## src/rtl/dmal_pkg.sv

```systemverilog
package dmal_pkg;
    localparam int unsigned DEF_WINDOW_LEN = 1024;
    localparam int unsigned DEF_BUDGET     = 128;
endpackage

```

## src/rtl/dmal_window.sv

```systemverilog
module dmal_window #(
    parameter int unsigned WINDOW_LEN = dmal_pkg::DEF_WINDOW_LEN
) (
    input  logic clk,
    input  logic rst_n,
    output logic last_o
);
    localparam int unsigned WW = (WINDOW_LEN > 1) ? $clog2(WINDOW_LEN) : 1;
    localparam logic [WW-1:0] LAST = WW'(WINDOW_LEN - 1);

    typedef struct packed {
        logic [WW-1:0] pos;
    } win_st_t;

    win_st_t st_d, st_q;

    always_comb begin
        st_d = st_q;
        if (st_q.pos == LAST) st_d.pos = '0;
        else                  st_d.pos = st_q.pos + WW'(1);
    end

    always_ff @(posedge clk) begin
        if (!rst_n) st_q <= '0;
        else        st_q <= st_d;
    end

    assign last_o = (st_q.pos == LAST);

    // the position wraps to zero right after the last cycle
    p_wrap_r2: assert property (@(posedge clk) disable iff (!rst_n)
        last_o |=> (st_q.pos == '0));
    p_step_r2: assert property (@(posedge clk) disable iff (!rst_n)
        !last_o |=> (st_q.pos == $past(st_q.pos) + WW'(1)));
endmodule

```

## src/rtl/dmal_budget.sv

```systemverilog
module dmal_budget #(
    parameter int unsigned BUDGET = dmal_pkg::DEF_BUDGET
) (
    input  logic                        clk,
    input  logic                        rst_n,
    input  logic                        win_last_i,
    input  logic                        owned_i,
    output logic [$clog2(BUDGET+1)-1:0] used_o,
    output logic                        spent_o
);
    localparam int unsigned UW = $clog2(BUDGET + 1);
    localparam logic [UW-1:0] CAP = UW'(BUDGET);

    typedef struct packed {
        logic [UW-1:0] used;
    } bud_st_t;

    bud_st_t st_d, st_q;

    always_comb begin
        st_d = st_q;
        if (win_last_i)                        st_d.used = '0;
        else if (owned_i && (st_q.used < CAP)) st_d.used = st_q.used + UW'(1);
    end

    always_ff @(posedge clk) begin
        if (!rst_n) st_q <= '0;
        else        st_q <= st_d;
    end

    assign used_o  = st_q.used;
    assign spent_o = (st_q.used == CAP);

    // the used count never passes the cap
    p_no_overflow_r3: assert property (@(posedge clk) disable iff (!rst_n)
        st_q.used <= CAP);
    // cycles without ownership are free
    p_idle_free_r5: assert property (@(posedge clk) disable iff (!rst_n)
        (!owned_i && !win_last_i) |=> $stable(st_q.used));
    // an owned cycle costs one clock while budget remains
    p_charge_r5: assert property (@(posedge clk) disable iff (!rst_n)
        (owned_i && !win_last_i && !spent_o) |=> (st_q.used == $past(st_q.used) + UW'(1)));
    // the boundary clears the count
    p_refill_r7: assert property (@(posedge clk) disable iff (!rst_n)
        win_last_i |=> (st_q.used == '0));
endmodule

```

## src/rtl/dmal_limiter.sv

```systemverilog
module dmal_limiter #(
    parameter int unsigned WINDOW_LEN = dmal_pkg::DEF_WINDOW_LEN,
    parameter int unsigned BUDGET     = dmal_pkg::DEF_BUDGET
) (
    input  logic                        clk,
    input  logic                        rst_n,
    input  logic                        dma_req_i,
    input  logic                        bus_owned_i,
    input  logic                        preempt_i,
    output logic                        grant_o,
    output logic [$clog2(BUDGET+1)-1:0] budget_left_o
);
    localparam int unsigned UW = $clog2(BUDGET + 1);

    logic          win_last;
    logic [UW-1:0] used;
    logic          spent;

    dmal_window #(.WINDOW_LEN(WINDOW_LEN)) u_window (
        .clk    (clk),
        .rst_n  (rst_n),
        .last_o (win_last)
    );

    dmal_budget #(.BUDGET(BUDGET)) u_budget (
        .clk        (clk),
        .rst_n      (rst_n),
        .win_last_i (win_last),
        .owned_i    (bus_owned_i),
        .used_o     (used),
        .spent_o    (spent)
    );

    assign grant_o       = dma_req_i && !preempt_i && !spent;
    assign budget_left_o = UW'(BUDGET) - used;

    // no permission while the budget is spent
    p_spent_no_grant_r6: assert property (@(posedge clk) disable iff (!rst_n)
        (budget_left_o == '0) |-> !grant_o);
    // the remaining budget is never above the cap
    p_left_cap_r3: assert property (@(posedge clk) disable iff (!rst_n)
        budget_left_o <= UW'(BUDGET));
    // preemption always withdraws permission
    p_preempt_r4: assert property (@(posedge clk) disable iff (!rst_n)
        preempt_i |-> !grant_o);
endmodule

```

## config.mk

```make
export PLATFORM = sky130hd
export DESIGN_NAME = dmal_limiter
export DESIGN_NICKNAME = d
export VERILOG_FILES = /design/src/rtl/dmal_pkg.sv /design/src/rtl/dmal_window.sv /design/src/rtl/dmal_budget.sv /design/src/rtl/dmal_limiter.sv
export SDC_FILE = /design/constraint.sdc
export NUM_CORES = 1
export LEC_CHECK = 0
export ABC_AREA = 1
export BUFFER_PORTS_ARGS = -buffer_cell sky130_fd_sc_hd__buf_2
export CORE_MARGIN = 4
export CORE_UTILIZATION = 50
export DETAILED_ROUTE_END_ITERATION = 7
export PLACE_DENSITY = 0.71
export SLEW_MARGIN = 15
export SYNTH_ARGS = -nofsm -noshare
export SYNTH_HDL_FRONTEND = slang
export SYNTH_SLANG_ARGS = --single-unit
```

## constraint.sdc

```tcl
create_clock -name clk -period 3 [get_ports clk]
set_clock_uncertainty 0.05 [all_clocks]
set_input_delay 0.45 -clock clk [delete_from_list [all_inputs] [get_ports clk]]
set_output_delay 0.45 -clock clk [all_outputs]
set_load 0.005 [all_outputs]
```

* Word level (Yosys, flattened, before mapping)
Index checks and enable logic that the tools add are counted.
Operators by class: multiplexer cells 0, shifts and indexed selects 0, bitwise logic cells 1, div/mod/pow operators 0, multipliers 0, magnitude comparators 1, eq/ne operators 2, add/subtract/negate cells 3, reductions and logical operators 6
Operator list (number):
- adder 10 x 1 -> 10 bit (second input constant) | 1
- equality test 10 bit (second input constant) | 1
- adder 8 x 1 -> 8 bit (second input constant) | 1
- equality test 8 bit (second input constant) | 1
- < comparator 8 bit (second input constant) | 1
- subtractor 8 bit (first input constant) | 1
- logical AND 1 bit | 3
- logical NOT 1 bit | 2
- OR reduction 2 bit | 1
- NOT 1 bit | 1
Word-level totals: output and inout bits 9, input bits 5, memory bits (writable) 0, logic and storage cells 15, latch bits 0, bits in read-only memories 0, register bits 18, memories 0

* Depth between registers and ports, before layout
word-level depth 3, mapped depth 8, gate-level depth less buffers 8

* By module
From an unflattened synthesis, not the netlist that was laid out.
Unflattened totals: cells, all modules 148, area total of the unflattened synthesis 1033.5 um^2
By module, submodules not included:
- dmal_window | instances 1, area an instance 457.9 um^2, cells an instance 57, seq. area each 200.2 um^2
- dmal_budget | instances 1, area an instance 422.9 um^2, cells an instance 62, seq. area each 160.2 um^2
- dmal_limiter | instances 1, area an instance 152.6 um^2, cells an instance 29, seq. area each 0.0 um^2

* Least setup slack after synthesis
Ideal clock, no wire load.
path kind reg2out, start register u_budget.st_q (netlist bit u_budget.used_o[0]), end output port budget_left_o[6], stages on the path, launching flop included 7, required time 2.500 ns, slack 1.450 ns, arrival time 1.050 ns, path buffers 0, cells stage by stage dfxtp_1 inv_1 ha_1 nand2_1 nor2_1 nand3_1 xor2_1
Between the ends: longest elaborated chain between the ends 1
RTL lines:
- start, declared | line dmal_budget.sv:18 | bud_st_t st_d, st_q;
- start signal, assigned | line dmal_budget.sv:28 | else st_q <= st_d;
- subtractor 8 bit | line dmal_limiter.sv:35 | assign budget_left_o = UW'(BUDGET) - used;
- end, declared | line dmal_limiter.sv:11 | output logic [$clog2(BUDGET+1)-1:0] budget_left_o
No other way between the ends.

* Final worst setup path
start register u_budget.st_q (netlist bit u_budget.used_o[0]), end output port grant_o
Between the ends: longest elaborated chain between the ends 3
RTL lines:
- equality test 8 bit | line dmal_budget.sv:32 | assign spent_o = (st_q.used == CAP);
- logical NOT 1 bit | line dmal_limiter.sv:34 | assign grant_o = dma_req_i && !preempt_i && !spent;
- logical AND 1 bit | line dmal_limiter.sv:34
- end, declared | line dmal_limiter.sv:10 | output logic grant_o,
No other way between the ends.

==> flow_summary_export.csv <==
group,metric,value,unit
sta,max_slew_margin,77.5,%
critical_path,critPathCaptureType,"output pin",
clocking,htree_num_levels,1,
clocking,clkTransAtPathRegs,0.09,ns
power_and_ir_drop,ir_worst_vdd,265,uV
synthesis,ys_seq_area_share,37.7,%
synthesis,synth_cell_types,19,
synthesis,ys_warn_count,0,
clocking,post_cts_resize_count,0,
route,wl_met2,811,microns
global_routing,antenna_found_initial,0,
route,wl_met1,746,microns
sta,finalHoldViolations,0,
global_routing,grt_max_degree,17,
placement,dpl.hpwl,1.31,mm
critical_path,critical_path_arrival,1.62,ns
sta,setup_viol,0,
floorplan,core_area,0.00176,sq mm
sta,slew_viol_final,0,
sta,fmaxAchievable,472,MHz
route,route.detailed.drc,0,
global_routing,grt_usage,14.3,%
route,ant_nets,0,
power_and_ir_drop,cellPowerDensity,405,mW/mm^2
sta,tightest_slew,0.336,ns
synthesis,syn_area,955,sq um
clocking,clock_sinks,18,
floorplan,fp.dieH,51.7,microns
power_and_ir_drop,p_leak,0.477,nW
sta,rsz0062_at_grt,"false",
placement,place_congestion,0.727,
layout,area_delta_synth_final,9.96,%
clocking,cts_buffer_depth,2,
layout,antenna_cells,0,
critical_path,worst-path-max-fanout,4,
clocking,ctsHoldBuffers,0,
route,dr_total_vias,835,
run,maxCapViolations,0,
critical_path,start_kind,"register",
layout,final_layout_size_suffix_gt1_share,12.5,%
route,via_per_inst,4.72,
route,drt-initial-drc-count,15,
synthesis,synth_seq_cells,18,
floorplan,dieArea,0.00267,sq mm
clocking,clockRootBuffer,"clkbuf_4",
floorplan,start_util,54.1,%
hold_path,hold_class,"reg2reg",
sta,fin_crit_sh,70.6,%
placement,placed_area,0.00103,sq mm
global_routing,grt_overflow,0,
global_routing,grt_pass1_wl,2.88,mm
placement,io_buffers,13,
layout,layout_commonest_cell,"nand2_1",
critical_path,crit_type,"reg2out",
route,top_layer,"met4",
route,totalWireLength,1.68,mm
layout,nets,162,
synthesis,syn_nets,147,
synthesis,synth.avg_cell_area,6.87,sq um
clocking,post-cts-setup-buffer-count,0,
clocking,cts_tree,"yes",
global_routing,grt_pass1_vias,768,
clocking,cts_made_buffers,3,
clocking,insertion_delay,0.30,ns
sta,fin_crit,2.12,ns
critical_path,worstPathRequired,2.50,ns
floorplan,num_rows,15,
route,wl_per_cell,9.49,microns
run_status,status,"completed",
route,first_pass_iters,4,
layout,fin_area,0.00105,sq mm
floorplan,boundaryPins,14,
synthesis,netlist_instances,139,
sta,fin_tns_setup,0,ns
layout,mostFrequentLayoutCells,"32 x nand2_1, 24 x nor2_1, 19 x inv_1",
floorplan,die_w,51.7,microns
route,dr_wl_met3,84,microns
-- state kept, by name (all words and copies together), names as in the netlist --
signal / flops
u_budget.used_o: 8
u_window.st_q: 10
-- kinds of logic (layout without fill, tap and decap cells) --
kind of cell,Yosys count,in the layout,share of synthesized area [%]
and+or+nand+nor,76,76,33.7
buffers and inverters,23,36,10.4
DFF,18,18,37.7
xor gates and xnor gates,11,11,10.1
AOI/OAI and AO/OA,8,8,4.19
adders and majority gates,3,3,3.93
-- metal layers --
layer / GRT usage [%] / vias up
li1: - / 450
met1: 14.9 / 363
met2: 26.5 / 18
met3: 1.72 / 4
met4: 9.17 / 0
met5: 0 / -
-- synth_stat cells, drive strengths merged --
cell,instances,share of area (%)
xor2,7,6.4
ha,3,3.9
o21ai,1,0.52
nand4,2,1.3
buf,3,2.5
a21oi,7,3.7
dfxtp,18,38
or2,1,0.66
xnor2,4,3.7
inv,20,7.9
nand2,33,13
nor2,25,11
nand3,12,6.3
nor3,3,1.6
-- worst max-delay path, stage by stage (launching register included) --
cell,delay (ns)
dfxtp_1,0.35
inv_1,0.12
ha_1,0.21
nand2_1,0.06
nor2_1,0.17
nand3_1,0.13
nor2_1,0.10
a21oi_1,0.06
buf_2,0.12
-- cell type report --
cell class | instances | area (sq um)
Clock buffer | 3 | 22.5
Fill cell | 194 | 714
Inverter | 20 | 75.1
Multi-Input combinational cell | 98 | 495
Sequential cell | 18 | 360
Tap cell | 25 | 31.3
Timing Repair Buffer | 13 | 65.1
-- worst paths after layout --
path | from | to | slack, ns | cells after the start
setup / recovery | u_budget.used_o[0] | grant_o | 0.88 | 8
hold / removal | u_window.st_q[0] | u_window.st_q[0] | 0.41 | 1
setup reg to reg | u_window.st_q[0] | u_budget.used_o[6] | 1.48 | 8
hold reg to reg | u_window.st_q[0] | u_window.st_q[0] | 0.41 | 1
-- power by group --
group	total [mW]	switching [mW]	internal (mW)
sequential	0.249	0.00461	0.245
combinational	0.0550	0.0300	0.0250
clock	0.121	0.0740	0.0467
-- metrics by stage --
step / hold WS [ns] / cells / setup WS (ns) / utilization (%) / power [mW]
after floorplan: 0.367 / 139 / 1.45 / - / 0.291
final: 0.407 / 177 / 0.883 / 59.5 / 0.425
after CTS: 0.408 / 177 / 0.854 / 59.5 / 0.428
after global routing: 0.417 / 177 / 0.737 / 59.5 / 0.447
after global placement: 0.376 / 174 / 1.28 / 58.2 / 0.308
after detailed placement: 0.387 / 174 / 1.19 / 58.2 / 0.311
No activity file was read; power rests on OpenSTA's default activity.
